[src/rtl/stp_pkg.sv]
package stp_pkg;

  localparam int OPW = 8;

  typedef enum logic [3:0] {
    ST_RESET, ST_IDLE,
    ST_SEL_DR, ST_CAP_DR, ST_SH_DR, ST_EX1_DR, ST_PAU_DR, ST_EX2_DR, ST_UPD_DR,
    ST_SEL_IR, ST_CAP_IR, ST_SH_IR, ST_EX1_IR, ST_PAU_IR, ST_EX2_IR, ST_UPD_IR
  } tap_state_e;

  typedef enum logic [1:0] { PATH_BYP, PATH_ID, PATH_CELLS } dr_path_e;

  localparam logic [OPW-1:0] OP_EXTEST = 8'h00;
  localparam logic [OPW-1:0] OP_SAMPLE = 8'h01;
  localparam logic [OPW-1:0] OP_IDENT  = 8'h02;
  localparam logic [OPW-1:0] OP_CLAMP  = 8'h03;
  localparam logic [OPW-1:0] OP_FLOAT  = 8'h04;
  localparam logic [OPW-1:0] OP_BYPASS = 8'hFF;
  localparam logic [OPW-1:0] IR_CAPTURE = 8'h01;

  function automatic tap_state_e tap_next(input tap_state_e s, input logic tms);
    case (s)
      ST_RESET:  return tms ? ST_RESET  : ST_IDLE;
      ST_IDLE:   return tms ? ST_SEL_DR : ST_IDLE;
      ST_SEL_DR: return tms ? ST_SEL_IR : ST_CAP_DR;
      ST_CAP_DR: return tms ? ST_EX1_DR : ST_SH_DR;
      ST_SH_DR:  return tms ? ST_EX1_DR : ST_SH_DR;
      ST_EX1_DR: return tms ? ST_UPD_DR : ST_PAU_DR;
      ST_PAU_DR: return tms ? ST_EX2_DR : ST_PAU_DR;
      ST_EX2_DR: return tms ? ST_UPD_DR : ST_SH_DR;
      ST_UPD_DR: return tms ? ST_SEL_DR : ST_IDLE;
      ST_SEL_IR: return tms ? ST_RESET  : ST_CAP_IR;
      ST_CAP_IR: return tms ? ST_EX1_IR : ST_SH_IR;
      ST_SH_IR:  return tms ? ST_EX1_IR : ST_SH_IR;
      ST_EX1_IR: return tms ? ST_UPD_IR : ST_PAU_IR;
      ST_PAU_IR: return tms ? ST_EX2_IR : ST_PAU_IR;
      ST_EX2_IR: return tms ? ST_UPD_IR : ST_SH_IR;
      default:   return tms ? ST_SEL_DR : ST_IDLE;
    endcase
  endfunction

  function automatic dr_path_e op_path(input logic [OPW-1:0] op);
    case (op)
      OP_EXTEST, OP_SAMPLE: return PATH_CELLS;
      OP_IDENT:             return PATH_ID;
      default:              return PATH_BYP;
    endcase
  endfunction

  function automatic logic op_uses_latches(input logic [OPW-1:0] op);
    return (op == OP_EXTEST) || (op == OP_CLAMP);
  endfunction

  function automatic logic op_floats(input logic [OPW-1:0] op);
    return op == OP_FLOAT;
  endfunction

endpackage

[src/rtl/stp_tap_fsm.sv]
module stp_tap_fsm
  import stp_pkg::*;
(
  input  logic       tck,
  input  logic       rst_n,
  input  logic       tms,
  output tap_state_e st,
  output logic       in_reset,
  output logic       cap_ir,
  output logic       sh_ir,
  output logic       upd_ir,
  output logic       cap_dr,
  output logic       sh_dr,
  output logic       upd_dr
);

  always_ff @(posedge tck or negedge rst_n) begin
    if (!rst_n) st <= ST_RESET;
    else        st <= tap_next(st, tms);
  end

  assign in_reset = (st == ST_RESET);
  assign cap_ir   = (st == ST_CAP_IR);
  assign sh_ir    = (st == ST_SH_IR);
  assign upd_ir   = (st == ST_UPD_IR);
  assign cap_dr   = (st == ST_CAP_DR);
  assign sh_dr    = (st == ST_SH_DR);
  assign upd_dr   = (st == ST_UPD_DR);

  // run of consecutive high mode samples, saturating at 5
  logic [2:0] hi_run;
  always_ff @(posedge tck or negedge rst_n) begin
    if (!rst_n)        hi_run <= 3'd0;
    else if (!tms)     hi_run <= 3'd0;
    else if (hi_run != 3'd5) hi_run <= hi_run + 3'd1;
  end

  assert_five_high_reset_R1: assert property (@(posedge tck) disable iff (!rst_n)
    (hi_run == 3'd5) |-> (st == ST_RESET));

endmodule

[src/rtl/stp_instr_reg.sv]
module stp_instr_reg
  import stp_pkg::*;
#(
  parameter int IRW = OPW,
  parameter logic [IRW-1:0] RESET_OP = IRW'(OP_IDENT),
  parameter logic [IRW-1:0] CAP_VAL  = IRW'(IR_CAPTURE)
) (
  input  logic           tck,
  input  logic           rst_n,
  input  logic           tdi,
  input  logic           in_reset,
  input  logic           cap,
  input  logic           sh,
  input  logic           upd,
  output logic           so,
  output logic [IRW-1:0] op
);

  logic [IRW-1:0] sr;

  always_ff @(posedge tck) begin
    if (cap)     sr <= CAP_VAL;
    else if (sh) sr <= {tdi, sr[IRW-1:1]};
  end

  assign so = sr[0];

  always_ff @(negedge tck or negedge rst_n) begin
    if (!rst_n)        op <= RESET_OP;
    else if (in_reset) op <= RESET_OP;
    else if (upd)      op <= sr;
  end

  assert_capture_pattern_R3: assert property (@(posedge tck) disable iff (!rst_n)
    cap |=> (sr[1:0] == 2'b01));

  assert_reset_loads_ident_R2: assert property (@(posedge tck) disable iff (!rst_n)
    in_reset |=> (op == RESET_OP));

endmodule

[src/rtl/stp_cell_chain.sv]
module stp_cell_chain #(
  parameter int NPIN = 4,
  localparam int CW = 3 * NPIN
) (
  input  logic            tck,
  input  logic            tdi,
  input  logic            cap,
  input  logic            sh,
  input  logic            upd,
  input  logic [NPIN-1:0] pin_in,
  input  logic [NPIN-1:0] core_out,
  input  logic [NPIN-1:0] core_oe,
  output logic            so,
  output logic [NPIN-1:0] lat_out,
  output logic [NPIN-1:0] lat_oe
);

  logic [CW-1:0]     sr;
  logic [2*NPIN-1:0] lat;

  always_ff @(posedge tck) begin
    if (cap)     sr <= {core_oe, core_out, pin_in};
    else if (sh) sr <= {tdi, sr[CW-1:1]};
  end

  always_ff @(negedge tck) begin
    if (upd) lat <= sr[CW-1:NPIN];
  end

  assign so      = sr[0];
  assign lat_out = lat[NPIN-1:0];
  assign lat_oe  = lat[2*NPIN-1:NPIN];

endmodule

[src/rtl/stp_pin_mux.sv]
module stp_pin_mux #(
  parameter int NPIN = 4
) (
  input  logic            tck,
  input  logic            rst_n,
  input  logic            sys_rst_n,
  input  logic            use_latches,
  input  logic            float_all,
  input  logic [NPIN-1:0] core_out,
  input  logic [NPIN-1:0] core_oe,
  input  logic [NPIN-1:0] lat_out,
  input  logic [NPIN-1:0] lat_oe,
  output logic [NPIN-1:0] pin_out,
  output logic [NPIN-1:0] pin_oe
);

  logic [NPIN-1:0] sel_oe;

  for (genvar i = 0; i < NPIN; i++) begin : g_pin
    assign pin_out[i] = use_latches ? lat_out[i] : core_out[i];
    assign sel_oe[i]  = float_all ? 1'b0 : (use_latches ? lat_oe[i] : core_oe[i]);
    assign pin_oe[i]  = sel_oe[i] & sys_rst_n;
  end

  assert_sysrst_floats_R11: assert property (@(posedge tck) disable iff (!rst_n)
    !sys_rst_n |-> (pin_oe == '0));

  assert_latch_drive_R9: assert property (@(posedge tck) disable iff (!rst_n)
    (use_latches && !float_all) |-> (pin_out == lat_out));

endmodule

[src/rtl/scan_test_port.sv]
module scan_test_port
  import stp_pkg::*;
#(
  parameter int          NPIN     = 4,
  parameter bit          HAS_TRST = 1'b1,
  parameter int          IDW      = 32,
  parameter logic [31:0] ID_CODE  = 32'h4B2E_6A11
) (
  input  logic            tck,
  input  logic            trst_n,
  input  logic            tms,
  input  logic            tdi,
  output logic            tdo,
  output logic            tdo_oe,
  input  logic            sys_rst_n,
  input  logic [NPIN-1:0] core_out,
  input  logic [NPIN-1:0] core_oe,
  output logic [NPIN-1:0] core_in,
  input  logic [NPIN-1:0] pin_in,
  output logic [NPIN-1:0] pin_out,
  output logic [NPIN-1:0] pin_oe
);

  localparam logic [IDW-1:0] ID_CAP = IDW'(ID_CODE) | IDW'(1);

  logic tap_rst_n;
  if (HAS_TRST) begin : g_trst
    assign tap_rst_n = trst_n;
  end else begin : g_no_trst
    assign tap_rst_n = 1'b1;
  end

  tap_state_e st;
  logic in_reset, cap_ir, sh_ir, upd_ir, cap_dr, sh_dr, upd_dr;

  stp_tap_fsm u_fsm (
    .tck(tck), .rst_n(tap_rst_n), .tms(tms), .st(st), .in_reset(in_reset),
    .cap_ir(cap_ir), .sh_ir(sh_ir), .upd_ir(upd_ir),
    .cap_dr(cap_dr), .sh_dr(sh_dr), .upd_dr(upd_dr)
  );

  logic           ir_so;
  logic [OPW-1:0] op;

  stp_instr_reg #(.IRW(OPW)) u_ir (
    .tck(tck), .rst_n(tap_rst_n), .tdi(tdi), .in_reset(in_reset),
    .cap(cap_ir), .sh(sh_ir), .upd(upd_ir), .so(ir_so), .op(op)
  );

  dr_path_e path;
  logic     sel_cells, sel_id, sel_byp;
  assign path      = op_path(op);
  assign sel_cells = (path == PATH_CELLS);
  assign sel_id    = (path == PATH_ID);
  assign sel_byp   = (path == PATH_BYP);

  // boundary cells
  logic            cell_so;
  logic [NPIN-1:0] lat_out, lat_oe;

  stp_cell_chain #(.NPIN(NPIN)) u_cells (
    .tck(tck), .tdi(tdi),
    .cap(cap_dr && sel_cells), .sh(sh_dr && sel_cells), .upd(upd_dr && sel_cells),
    .pin_in(pin_in), .core_out(core_out), .core_oe(core_oe),
    .so(cell_so), .lat_out(lat_out), .lat_oe(lat_oe)
  );

  // identification and bypass paths
  logic [IDW-1:0] id_sr;
  logic           byp_q;

  always_ff @(posedge tck) begin
    if (cap_dr && sel_id)     id_sr <= ID_CAP;
    else if (sh_dr && sel_id) id_sr <= {tdi, id_sr[IDW-1:1]};
  end

  always_ff @(posedge tck) begin
    if (cap_dr && sel_byp)     byp_q <= 1'b0;
    else if (sh_dr && sel_byp) byp_q <= tdi;
  end

  // serial output, launched on the falling edge
  logic dr_so;
  always_comb begin
    case (path)
      PATH_CELLS: dr_so = cell_so;
      PATH_ID:    dr_so = id_sr[0];
      default:    dr_so = byp_q;
    endcase
  end

  always_ff @(negedge tck or negedge tap_rst_n) begin
    if (!tap_rst_n) begin
      tdo    <= 1'b0;
      tdo_oe <= 1'b0;
    end else begin
      tdo_oe <= sh_ir || sh_dr;
      if (sh_ir)      tdo <= ir_so;
      else if (sh_dr) tdo <= dr_so;
    end
  end

  stp_pin_mux #(.NPIN(NPIN)) u_mux (
    .tck(tck), .rst_n(tap_rst_n), .sys_rst_n(sys_rst_n),
    .use_latches(op_uses_latches(op)), .float_all(op_floats(op)),
    .core_out(core_out), .core_oe(core_oe), .lat_out(lat_out), .lat_oe(lat_oe),
    .pin_out(pin_out), .pin_oe(pin_oe)
  );

  assign core_in = pin_in;

  assert_tdo_oe_shift_only_R12: assert property (@(posedge tck) disable iff (!tap_rst_n)
    tdo_oe |-> (st == ST_SH_IR || st == ST_SH_DR));

  assert_float_opcode_R10: assert property (@(posedge tck) disable iff (!tap_rst_n)
    (op == OP_FLOAT) |-> (pin_oe == '0));

  assert_bypass_captures_zero_R5: assert property (@(posedge tck) disable iff (!tap_rst_n)
    (cap_dr && sel_byp) |=> (byp_q == 1'b0));

  assert_id_lsb_set_R6: assert property (@(posedge tck) disable iff (!tap_rst_n)
    (cap_dr && sel_id) |=> id_sr[0]);

  assert_functional_follow_R8: assert property (@(posedge tck) disable iff (!tap_rst_n)
    (sys_rst_n && (op == OP_SAMPLE || op == OP_IDENT || op == OP_BYPASS))
      |-> (pin_out == core_out && pin_oe == core_oe));

endmodule

[config.mk]
export PLATFORM = sky130hd
export DESIGN_NAME = scan_test_port
export DESIGN_NICKNAME = d
export VERILOG_FILES = /design/src/rtl/stp_pkg.sv /design/src/rtl/stp_tap_fsm.sv /design/src/rtl/stp_instr_reg.sv /design/src/rtl/stp_cell_chain.sv /design/src/rtl/stp_pin_mux.sv /design/src/rtl/scan_test_port.sv
export SDC_FILE = /design/constraint.sdc
export NUM_CORES = 1
export LEC_CHECK = 0
export ABC_CLOCK_PERIOD_IN_PS = 2900
export BUFFER_PORTS_ARGS = -buffer_cell sky130_fd_sc_hd__clkbuf_2
export CAP_MARGIN = 30
export CORE_MARGIN = 2
export CORE_UTILIZATION = 59
export DETAILED_ROUTE_END_ITERATION = 8
export PLACE_DENSITY = 0.82
export SYNTH_ARGS = -nofsm -noshare
export SYNTH_HDL_FRONTEND = slang
export SYNTH_SLANG_ARGS = --single-unit
[constraint.sdc]
create_clock -name tck -period 2.9 [get_ports tck]
set_input_delay 0.29 -clock tck [delete_from_list [all_inputs] [get_ports tck]]
set_output_delay 0.29 -clock tck [all_outputs]
set_load 0.05 [all_outputs]
==> out/qor.txt, run 1 <==
Worst-Skew Late Latency -> 0.41 ns
drt via density -> 6.68
maximum fanout along the worst path -> 17
slowest CP cell -> or4_4
Worst path max stage delay -> 0.57 ns
Comb power frac -> 58.8%
critical path class -> flop to flop
crit path launch type -> flop
Final nets -> 435
global route overflow -> 0
Num CTS Buffers -> 9
slew margin rel. -> 66.9%
utilization after layout -> 80.9%
Register Area -> 1770 um2
CTS tree -> yes
Top Family by Delay on Critical Path -> simple AND/OR/NAND/NOR gates
clock network fraction of design power -> 14.5%
Slew Limit Fails -> 0
vias post-DR -> 3288
first-pass GRT wire length -> 15.7 mm
PortBufs -> 30
failing checks -> negative setup slack
Hold/Removal Path Class -> primary input to flop
CP Capture Type -> flop
syn_area_per_cell -> 9.58 um2
layout cells sized above 1 -> 37.4%
Antenna Cells -> 0
Power Internal -> 3.33 mW
setup violators final -> 70
footprint of the multi-input gates -> 1790 um2
status -> finished with violations
Initial Utilization -> 61.9%
Netlist cell types -> 49
Synth Register Bits -> 75
die height -> 80.5 um
hold depth -> 2
setup ws final -> -0.969 ns
crit-path cells -> or4_4, or3_4, nor3b_4, ha_4, inv_4, o21ai_1, nand3_2
Chip Width -> 80.5 um
leakage -> 1.90 nW
pin count of the biggest net entering global routing -> 31
initial antenna violation count -> 0
Final ANT Viol Nets -> 0
Pwr Density -> 1370 nW/um2
Rows -> 27
Switching Power -> 2.86 mW
root buf cell -> clkbuf_8
commonest cells after routing, fill and taps aside -> dfxtp_1, o21ai_0, a21oi_1
pre-CTS setup slack -> -0.899 ns
CP arrival -> 4.11 ns
most common cell after layout, fill and taps aside -> dfxtp_1
number of detailed-route iterations in the first pass -> 5
top cells by area, synth -> dfxtp_1, edfxtp_1, o21ai_0
hold_ws -> 0.273 ns
clk buf depth -> 2
sequential area share after synthesis -> 51.4%
Mapped Cells -> 360
Final Total Pwr -> 6.19 mW
Req. time, crit path -> 3.14 ns
vias in the first global route -> 3055
Synth top area share -> 23.8%
# clock sinks -> 75
Die ar. -> 6470 um2
critical path buffer and inverter count -> 1
Overall Global Routing Usage -> 32.7%
final hold vios -> 0
Final Wtd Congestion -> 0.776
cell taking the most area after synthesis -> dfxtp_1
drc violations -> 0
Post-DP HPWL -> 5.31 mm
max_cap viols -> 0
Routed WL -> 10.6 mm
peak supply drop -> 1.00 mV
DRT iter0 DRCs -> 375
Filler Cell Count -> 299
Post-synth EDFFs -> 20
# IOs -> 31
Reg2Reg Depth -> 7
RSZ-0062 raised after global routing -> true
Synth Warn # -> 0
Worst path depth -> 7
Mapped Area -> 3450 um2
CTS HTree Levels -> 3
Flop pwr share -> 26.7%
core area -> 5570 um2
pin slew with the least headroom to its limit -> 0.495 ns
Post-Syn Nets -> 380
ys flop type -> dfxtp_1
Reg clk slew, reported paths -> 0.09 ns
asr flop ratio synth -> 18.7%
clk_skew -> 0.0776 ns
area grow syn2layout -> 30.8%
Avg WL per Cell -> 21.6 um
Sw Ratio -> 46.2%
-- per-stage QoR --
step	area (um2)	cells	setup TNS, ns
finish	4510	492	-54.08
detailed placement	3890	459	-51.07
global placement	3890	459	-46.63
floorplan	3640	360	-45.68
CTS	4440	492	-49.39
global route	4510	492	-59.18
-- layer usage --
layer  up-vias  GRT usage (%)  routed length [um]
li1       1413              -                   -
met1      1556           38.7                3950
met2       247           55.7                5180
met3        72           6.29                 810
met4         0           18.0                 662
met5         -              0                   0
-- logic make-up (layout without fill, tap and decap cells) --
| family | after synthesis | in the layout | synth area share (%) |
|---|---|---|---|
| AOI/OAI and AO/OA | 101 | 101 | 15.7 |
| xor gates and xnor gates | 2 | 2 | 0.508 |
| adders and majority gates | 3 | 3 | 1.09 |
| buffers and inverters | 43 | 101 | 5.66 |
| DFF | 75 | 75 | 51.4 |
| muxes | 24 | 24 | 7.58 |
| and+or+nand+nor | 112 | 114 | 18.1 |
-- power by group through the flow --
stage / clock (mW) / combinational (mW) / sequential [mW]
floorplan: 0.0209 / 2.12 / 1.61
global placement: 0.0209 / 2.50 / 1.60
detailed placement: 0.0209 / 2.59 / 1.61
finish: 0.897 / 3.64 / 1.65
CTS: 0.869 / 3.24 / 1.61
global route: 0.932 / 3.81 / 1.67
-- Yosys cell counts (all sizes together) (3+ instances only) --
cell    number
o22ai        4
nand3       36
mux2        17
inv          8
nand2       26
nor3        11
dfrtp        4
clkbuf      16
mux2i        7
nand3b       5
dfxtp       41
ha           3
or2          3
dfrtn        9
nor2         5
o21ai       52
a21oi       36
edfxtp      20
nand2b       5
buf         19
-- state kept, by name (all words and copies together), names as in the netlist --
register / count
u_ir.sr: 8
tdo_oe: 1
u_cells.lat: 8
u_ir.op: 8
u_fsm.st: 4
id_sr: 32
u_cells.sr: 12
tdo: 1
byp_q: 1
-- timing repair --
| item | in CTS | in global routing |
|---|---|---|
| endpoints found under the setup margin | 67 | 73 |
| hold buffers | 1 | 0 |
| buffers inserted | 6 | 1 |
| cloned | 3 | 0 |
| gates resized for setup | 52 | 20 |
| hold endpoints to repair | 4 | 0 |
| pin swaps | 8 | 6 |
-- worst reg2reg max path, stage by stage (launching register included) --
cell     delay, ns
dfrtn_1       0.37
or4_4         0.57
or3_4         0.37
nor3b_4       0.23
ha_4          0.25
inv_4         0.14
o21ai_1       0.28
nand3_2       0.13
-- worst paths after layout --
kind,from,slack (ns),end
worst min register to register,u_ir.sr[0],0.45,u_ir.sr[0]
min in group asynchronous,trst_n,0.37,u_fsm.st[0]
max in group asynchronous,trst_n,0.79,u_ir.op[1]
worst max-delay path,u_ir.op[3],-0.97,id_sr[27]
worst max register to register,u_ir.op[3],-0.97,id_sr[27]
worst min-delay path,pin_in[1],0.27,u_cells.sr[1]
-- cell type report --
cell class | count | area share [%]
Inverter | 7 | 0.749
Clock buffer | 11 | 3.13
Sequential cell | 75 | 39.3
Timing Repair Buffer | 68 | 13.1
Tap cell | 72 | 2.00
Clock inverter | 14 | 2.02
Timing Repair inverter | 1 | 0.139
Multi-Input combinational cell | 244 | 39.6
No activity file was read; power rests on OpenSTA's default activity.
==> inputs of run 2 (changes only) <==
Settings changed: ABC_AREA from default to 1, CELL_PAD_IN_SITES_DETAIL_PLACEMENT from default to 1, CELL_PAD_IN_SITES_GLOBAL_PLACEMENT from default to 2, CORE_UTILIZATION 59 to 35, PLACE_DENSITY 0.82 to 0.81.
==> out/qor.txt, run 2 <==
footprint of the multi-input gates -> 1390 um2 (was 1790 um2)
RSZ-0062 raised after global routing -> true (unchanged)
top-count cell post-synth -> nand2_1 (was o21ai_0)
final hold vios -> 0 (unchanged)
syn_area_per_cell -> 8.15 um2 (was 9.58 um2)
sequential area share after synthesis -> 54.5% (was 51.4%)
crit path launch type -> flop (unchanged)
core area -> 9110 um2 (was 5570 um2)
Post-Syn Nets -> 419 (was 380)
Slew Limit Fails -> 0 (unchanged)
vias post-DR -> 2811 (was 3288)
Final Wtd Congestion -> 0.816 (was 0.776)
drc violations -> 0 (unchanged)
Synth top area share -> 25.3% (was 23.8%)
Mapped Cells -> 399 (was 360)
PortBufs -> 30 (unchanged)
Req. time, crit path -> 2.61 ns (was 3.14 ns)
slew margin rel. -> 60.4% (was 66.9%)
Netlist cell types -> 29 (was 49)
pre-CTS setup slack -> -0.423 ns (was -0.899 ns)
asr flop ratio synth -> 18.7% (unchanged)
ys flop type -> dfxtp_1 (unchanged)
Top reg by flops -> id_sr (unchanged)
Avg WL per Cell -> 13.0 um (was 21.6 um)
peak supply drop -> 0.391 mV (was 1.00 mV)
most common cell after layout, fill and taps aside -> nand2_1 (was dfxtp_1)
max reg flops -> 32 (unchanged)
max_cap viols -> 0 (unchanged)
largest registers -> id_sr: 32 flops, u_cells.sr: 12 flops (unchanged)
# clock sinks -> 75 (unchanged)
Final ANT Viol Nets -> 0 (unchanged)
Die ar. -> 10100 um2 (was 6470 um2)
Mapped Area -> 3250 um2 (was 3450 um2)
Initial Utilization -> 35.7% (was 61.9%)
Synth Register Bits -> 75 (unchanged)
pin count of the biggest net entering global routing -> 20 (was 31)
Post-Place Cells -> 560 (was 459)
Routed WL -> 7.68 mm (was 10.6 mm)
drt via density -> 4.77 (was 6.68)
root buf cell -> clkbuf_8 (unchanged)
vias in the first global route -> 2909 (was 3055)
top cells by area, synth -> dfxtp_1, edfxtp_1, nand2_1 (was dfxtp_1, edfxtp_1, o21ai_0)
Hold/Removal Path Class -> primary input to flop (unchanged)
Final nets -> 493 (was 435)
Filler Cell Count -> 1074 (was 299)
Num CTS Buffers -> 9 (unchanged)
clk buf depth -> 2 (unchanged)
status -> finished with violations (unchanged)
Synth Warn # -> 0 (unchanged)
setup TNS -> -26.58 ns (was -54.08 ns)
Antenna Cells -> 0 (unchanged)
Post-DP HPWL -> 5.54 mm (was 5.31 mm)
failing checks -> negative setup slack (unchanged)
maximum fanout along the worst path -> 5 (was 17)
CP arrival -> 3.16 ns (was 4.11 ns)
synth cell count leaders -> nand2_1, nor2_1, dfxtp_1, o21ai_0, inv_1 (was o21ai_0, dfxtp_1, a21oi_1, nand3_1, nand2_1)
Non-Filler Instances -> 589 (was 492)
Worst-Skew Late Latency -> 0.39 ns (was 0.41 ns)
DRT iter0 DRCs -> 100 (was 375)
Pwr Density -> 998 nW/um2 (was 1370 nW/um2)
die height -> 100 um (was 80.5 um)
CTS tree -> yes (unchanged)
setup violators final -> 65 (was 70)
layout cells sized above 1 -> 28.7% (was 37.4%)
Final Total Pwr -> 4.31 mW (was 6.19 mW)
setup ws final -> -0.548 ns (was -0.969 ns)
CTS HTree Levels -> 3 (unchanged)
initial antenna violation count -> 0 (unchanged)
critical path class -> flop to primary output (was flop to flop)
Rows -> 35 (was 27)
clk_skew -> 0.0600 ns (was 0.0776 ns)
global route overflow -> 0 (unchanged)
pin slew with the least headroom to its limit -> 0.592 ns (was 0.495 ns)
Overall Global Routing Usage -> 16.6% (was 32.7%)
Post-synth EDFFs -> 20 (unchanged)
# IOs -> 31 (unchanged)
Register Area -> 1770 um2 (about the same)
number of detailed-route iterations in the first pass -> 4 (was 5)
CP Capture Type -> primary output (was flop)
first-pass GRT wire length -> 13.2 mm (was 15.7 mm)
area grow syn2layout -> 32.9% (was 30.8%)
Chip Width -> 100 um (was 80.5 um)
cell taking the most area after synthesis -> dfxtp_1 (unchanged)
commonest cells after routing, fill and taps aside -> nand2_1, nor2_1, dfxtp_1 (was dfxtp_1, o21ai_0, a21oi_1)
utilization after layout -> 47.4% (was 80.9%)
Reg clk slew, reported paths -> 0.07 ns (was 0.09 ns)
leakage -> 2.07 nW (was 1.90 nW)
==> run 2: worst max-delay path, stage by stage, from the launching register on <==
cell,delay (ns)
dfstp_2,0.54
inv_2,0.06
nand2_2,0.06
nand2_2,0.07
nor2_4,0.14
buf_6,0.14
inv_6,0.04
nand2_2,0.05
nand2_2,0.05
clkbuf_16,0.16
==> run 2: layout make-up <==
type                       count  area share (%)
clock buffer                  11            3.53
clock inverter                14            1.53
inverter                      36            3.36
multi-input combinational    268            32.1
sequential                    75            41.1
tap                          111            3.21
timing repair buffer          74            15.2
==> run 2: power breakdown <==
| part | switching [mW] | total [mW] | internal (mW) |
|---|---|---|---|
| Sequential | 0.185 | 1.62 | 1.44 |
| Combinational | 1.09 | 1.87 | 0.781 |
| Clock | 0.436 | 0.817 | 0.381 |
| Total | 1.71 | 4.31 | 2.60 |
==> run 2: per-layer routing <==
metal	vias up	GRT usage (%)	share of wire (%)
met5	-	0	0
met1	1340	20.5	46
met3	9	3.76	2.0
met4	0	5.37	1.1
li1	1435	-	-
met2	27	28.7	51
==> run 2: cell families (layout without fill, tap and decap cells) <==
family / after synthesis / in the layout / share of synthesized area [%]
simple gates: 208 / 208 / 27.2
flops: 75 / 75 / 54.5
compound gates: 57 / 57 / 9.55
buf+inv: 56 / 135 / 7.58
fa+ha+maj: 3 / 3 / 1.15
==> run 2: worst paths after layout <==
check / startpoint / to / slack, ns / depth (start not counted)
setup / recovery: u_ir.op[1] / pin_out[0] / -0.55 / 9
hold / removal: tdi / byp_q / 0.21 / 3
setup reg to reg: u_ir.op[6] / u_cells.sr[6] / -0.49 / 9
hold reg to reg: byp_q / byp_q / 0.46 / 2
max in group asynchronous: trst_n / u_ir.op[1] / 0.76 / 2
min in group asynchronous: trst_n / u_fsm.st[3] / 0.41 / 2
==> run 2: per-stage QoR <==
step,cell area (um2),hold WS (ns)
after floorplan,3440,-0.00559
after global placement,3920,0.225
after detailed placement,3920,0.230
after CTS,4280,0.197
after global routing,4320,0.200
final,4320,0.213
==> run 2: repair_timing <==
action	4_1_cts	5_1_grt
endpoints found under the hold margin	4	0
setup buffers	2	1
gates cloned	1	0
pin swaps	4	5
resized for setup	29	14
endpoints found under the setup margin	65	71
hold buffers	1	0
==> inputs of run 3 (changes only) <==
Settings changed: TNS_END_PERCENT from default to 10.
==> out/qor.txt, run 3 (same netlist as run 2, synthesis figures left out) <==
drt via density -> 4.74 (was 4.77)
leakage -> 2.05 nW (was 2.07 nW)
PortBufs -> 30 (unchanged)
Critical R2R Launch -> u_ir.op[6] (unchanged)
Worst-Skew Late Latency -> 0.40 ns (was 0.39 ns)
Die ar. -> 10100 um2 (unchanged)
pin count of the biggest net entering global routing -> 34 (was 20)
Avg WL per Cell -> 13.3 um (was 13.0 um)
Final Wtd Congestion -> 0.842 (was 0.816)
Chip Width -> 100 um (unchanged)
Switching Power -> 1.68 mW (was 1.71 mW)
reg-to-reg setup timing slack -> -0.52 ns (was -0.49 ns)
commonest cells after routing, fill and taps aside -> nand2_1, nor2_1, dfxtp_1 (unchanged)
# IOs -> 31 (unchanged)
Post-DP HPWL -> 5.31 mm (was 5.54 mm)
Top reg by flops -> id_sr (unchanged)
setup ws final -> -0.603 ns (was -0.548 ns)
most common cell after layout, fill and taps aside -> nand2_1 (unchanged)
Slew Limit Fails -> 0 (unchanged)
vias post-DR -> 2775 (was 2811)
max_cap viols -> 0 (unchanged)
setup TNS -> -28.43 ns (was -26.58 ns)
Rows -> 35 (unchanged)
critical path class -> flop to primary output (unchanged)
Pwr Density -> 1040 nW/um2 (was 998 nW/um2)
Power Internal -> 2.78 mW (was 2.60 mW)
slew margin rel. -> 58.5% (was 60.4%)
core area -> 9110 um2 (unchanged)
DRT iter0 DRCs -> 79 (was 100)
final hold vios -> 0 (unchanged)
Reg2Reg Depth -> 10 (was 9)
Comb power frac -> 39.3% (was 43.4%)
pre-CTS setup slack -> -0.618 ns (was -0.423 ns)
CP Capture Type -> primary output (unchanged)
initial antenna violation count -> 0 (unchanged)
CTS HTree Levels -> 3 (unchanged)
first-pass GRT wire length -> 13.1 mm (was 13.2 mm)
vias in the first global route -> 2825 (was 2909)
# clock sinks -> 75 (unchanged)
Final nets -> 490 (was 493)
Initial Utilization -> 35.7% (unchanged)
Req. time, crit path -> 2.61 ns (about the same)
peak supply drop -> 0.448 mV (was 0.391 mV)
number of detailed-route iterations in the first pass -> 4 (unchanged)
CP arrival -> 3.21 ns (was 3.16 ns)
Num CTS Buffers -> 9 (unchanged)
Filler Cell Count -> 1076 (was 1074)
largest registers -> id_sr: 32 flops, u_cells.sr: 12 flops (unchanged)
drc violations -> 0 (unchanged)
clock network fraction of design power -> 24.5% (was 18.9%)
die height -> 100 um (unchanged)
clk buf depth -> 2 (unchanged)
crit path to -> pin_oe[1] (was pin_out[0])
crit path from -> u_ir.op[6] (was u_ir.op[1])
Reg clk slew, reported paths -> 0.08 ns (was 0.07 ns)
maximum fanout along the worst path -> 5 (unchanged)
max reg flops -> 32 (unchanged)
Overall Global Routing Usage -> 16.5% (was 16.6%)
RSZ-0062 raised after global routing -> true (unchanged)
Routed WL -> 7.77 mm (was 7.68 mm)
Flop pwr share -> 36.2% (was 37.6%)
Final ANT Viol Nets -> 0 (unchanged)
Antenna Cells -> 0 (unchanged)
pin slew with the least headroom to its limit -> 0.620 ns (was 0.592 ns)
Critical R2R Capture -> u_cells.sr[11] (was u_cells.sr[6])
Hold/Removal Path Class -> primary input to flop (unchanged)
CTS tree -> yes (unchanged)
failing checks -> negative setup slack (unchanged)
global route overflow -> 0 (unchanged)
root buf cell -> clkbuf_8 (unchanged)
status -> finished with violations (unchanged)
crit path launch type -> flop (unchanged)
area grow syn2layout -> 32.1% (was 32.9%)
Sw Ratio -> 37.8% (was 39.7%)
layout cells sized above 1 -> 27.4% (was 28.7%)
clk_skew -> 0.0732 ns (was 0.0600 ns)
setup violators final -> 65 (unchanged)
==> run 3: changes by cell type in the layout (fill, tap and decap cells not counted), sizes merged <==
cell | previous run | this run
bufinv | 0 | 4
buf | 50 | 46
clkinv | 3 | 1
clkbuf | 34 | 33
==> run 3: cell type report <==
cell class,instances,area (um2),area share [%]
flip-flops and latches,75,1770,41.3
multi-input cells,268,1320,30.6
repair buffers,71,626,14.6
clock inverters,16,170,3.96
inverters,36,148,3.44
well taps,111,139,3.23
clock buffers,9,124,2.88
==> run 3: power by group through the flow <==
stage | combinational, mW | clock [mW] | sequential [mW]
global placement | 1.47 | 0.0209 | 1.62
finish | 1.75 | 1.09 | 1.61
detailed placement | 1.52 | 0.0209 | 1.63
floorplan | 1.08 | 0.0209 | 1.62
CTS | 1.63 | 1.12 | 1.61
global route | 1.97 | 1.18 | 1.66
==> run 3: metrics by stage <==
stage | cells | utilization, % | hold slack, ns | area [um2] | power, mW
floorplan | 399 | - | -0.00559 | 3290 | 2.73
global placement | 552 | 41.0 | 0.227 | 3730 | 3.11
detailed placement | 552 | 41.0 | 0.229 | 3730 | 3.17
CTS | 580 | 45.7 | 0.185 | 4160 | 4.36
global route | 586 | 47.1 | 0.194 | 4290 | 4.81
finish | 586 | 47.1 | 0.197 | 4290 | 4.46
==> run 3: routing by layer <==
layer | global-route usage [%] | wire, um | up-vias
met5 | 0 | 0 | -
met4 | 7.06 | 143 | 0
met3 | 4.32 | 198 | 11
met2 | 27.5 | 3810 | 31
met1 | 20.3 | 3610 | 1308
li1 | - | - | 1425
==> run 3: how the worst min path moves through the flow <==
| stage | depth (start not counted) | start | to | slack (ns) |
|---|---|---|---|---|
| 2_1_floorplan | 0 | trst_n | u_fsm.st[0] | -0.006 |
| 3_3_place_gp | 1 | trst_n | u_fsm.st[3] | 0.23 |
| 3_5_place_dp | 1 | trst_n | u_fsm.st[3] | 0.23 |
| 4_1_cts | 3 | tdi | byp_q | 0.19 |
| 5_1_grt | 3 | tdi | byp_q | 0.19 |
| 6_report | 3 | tdi | byp_q | 0.20 |
==> run 3: worst max-delay path: stages, from the launching register on <==
cell and delay [ns]:
dfrtn_1 0.37, nor2_2 0.14, nand4_1 0.17, buf_4 0.18
nor2_4 0.11, buf_6 0.14, nor2_1 0.05, nor2_2 0.11
buf_8 0.15
==> run 3: repair_timing <==
item | CTS | global route
cloned | 1 | 2
gates resized for setup | 30 | 46
hold endpoints to repair | 4 | 0
endpoints found under the setup margin | 65 | 70
pin swaps | 9 | 6
hold buffers | 1 | 0
setup buffers | 2 | 4
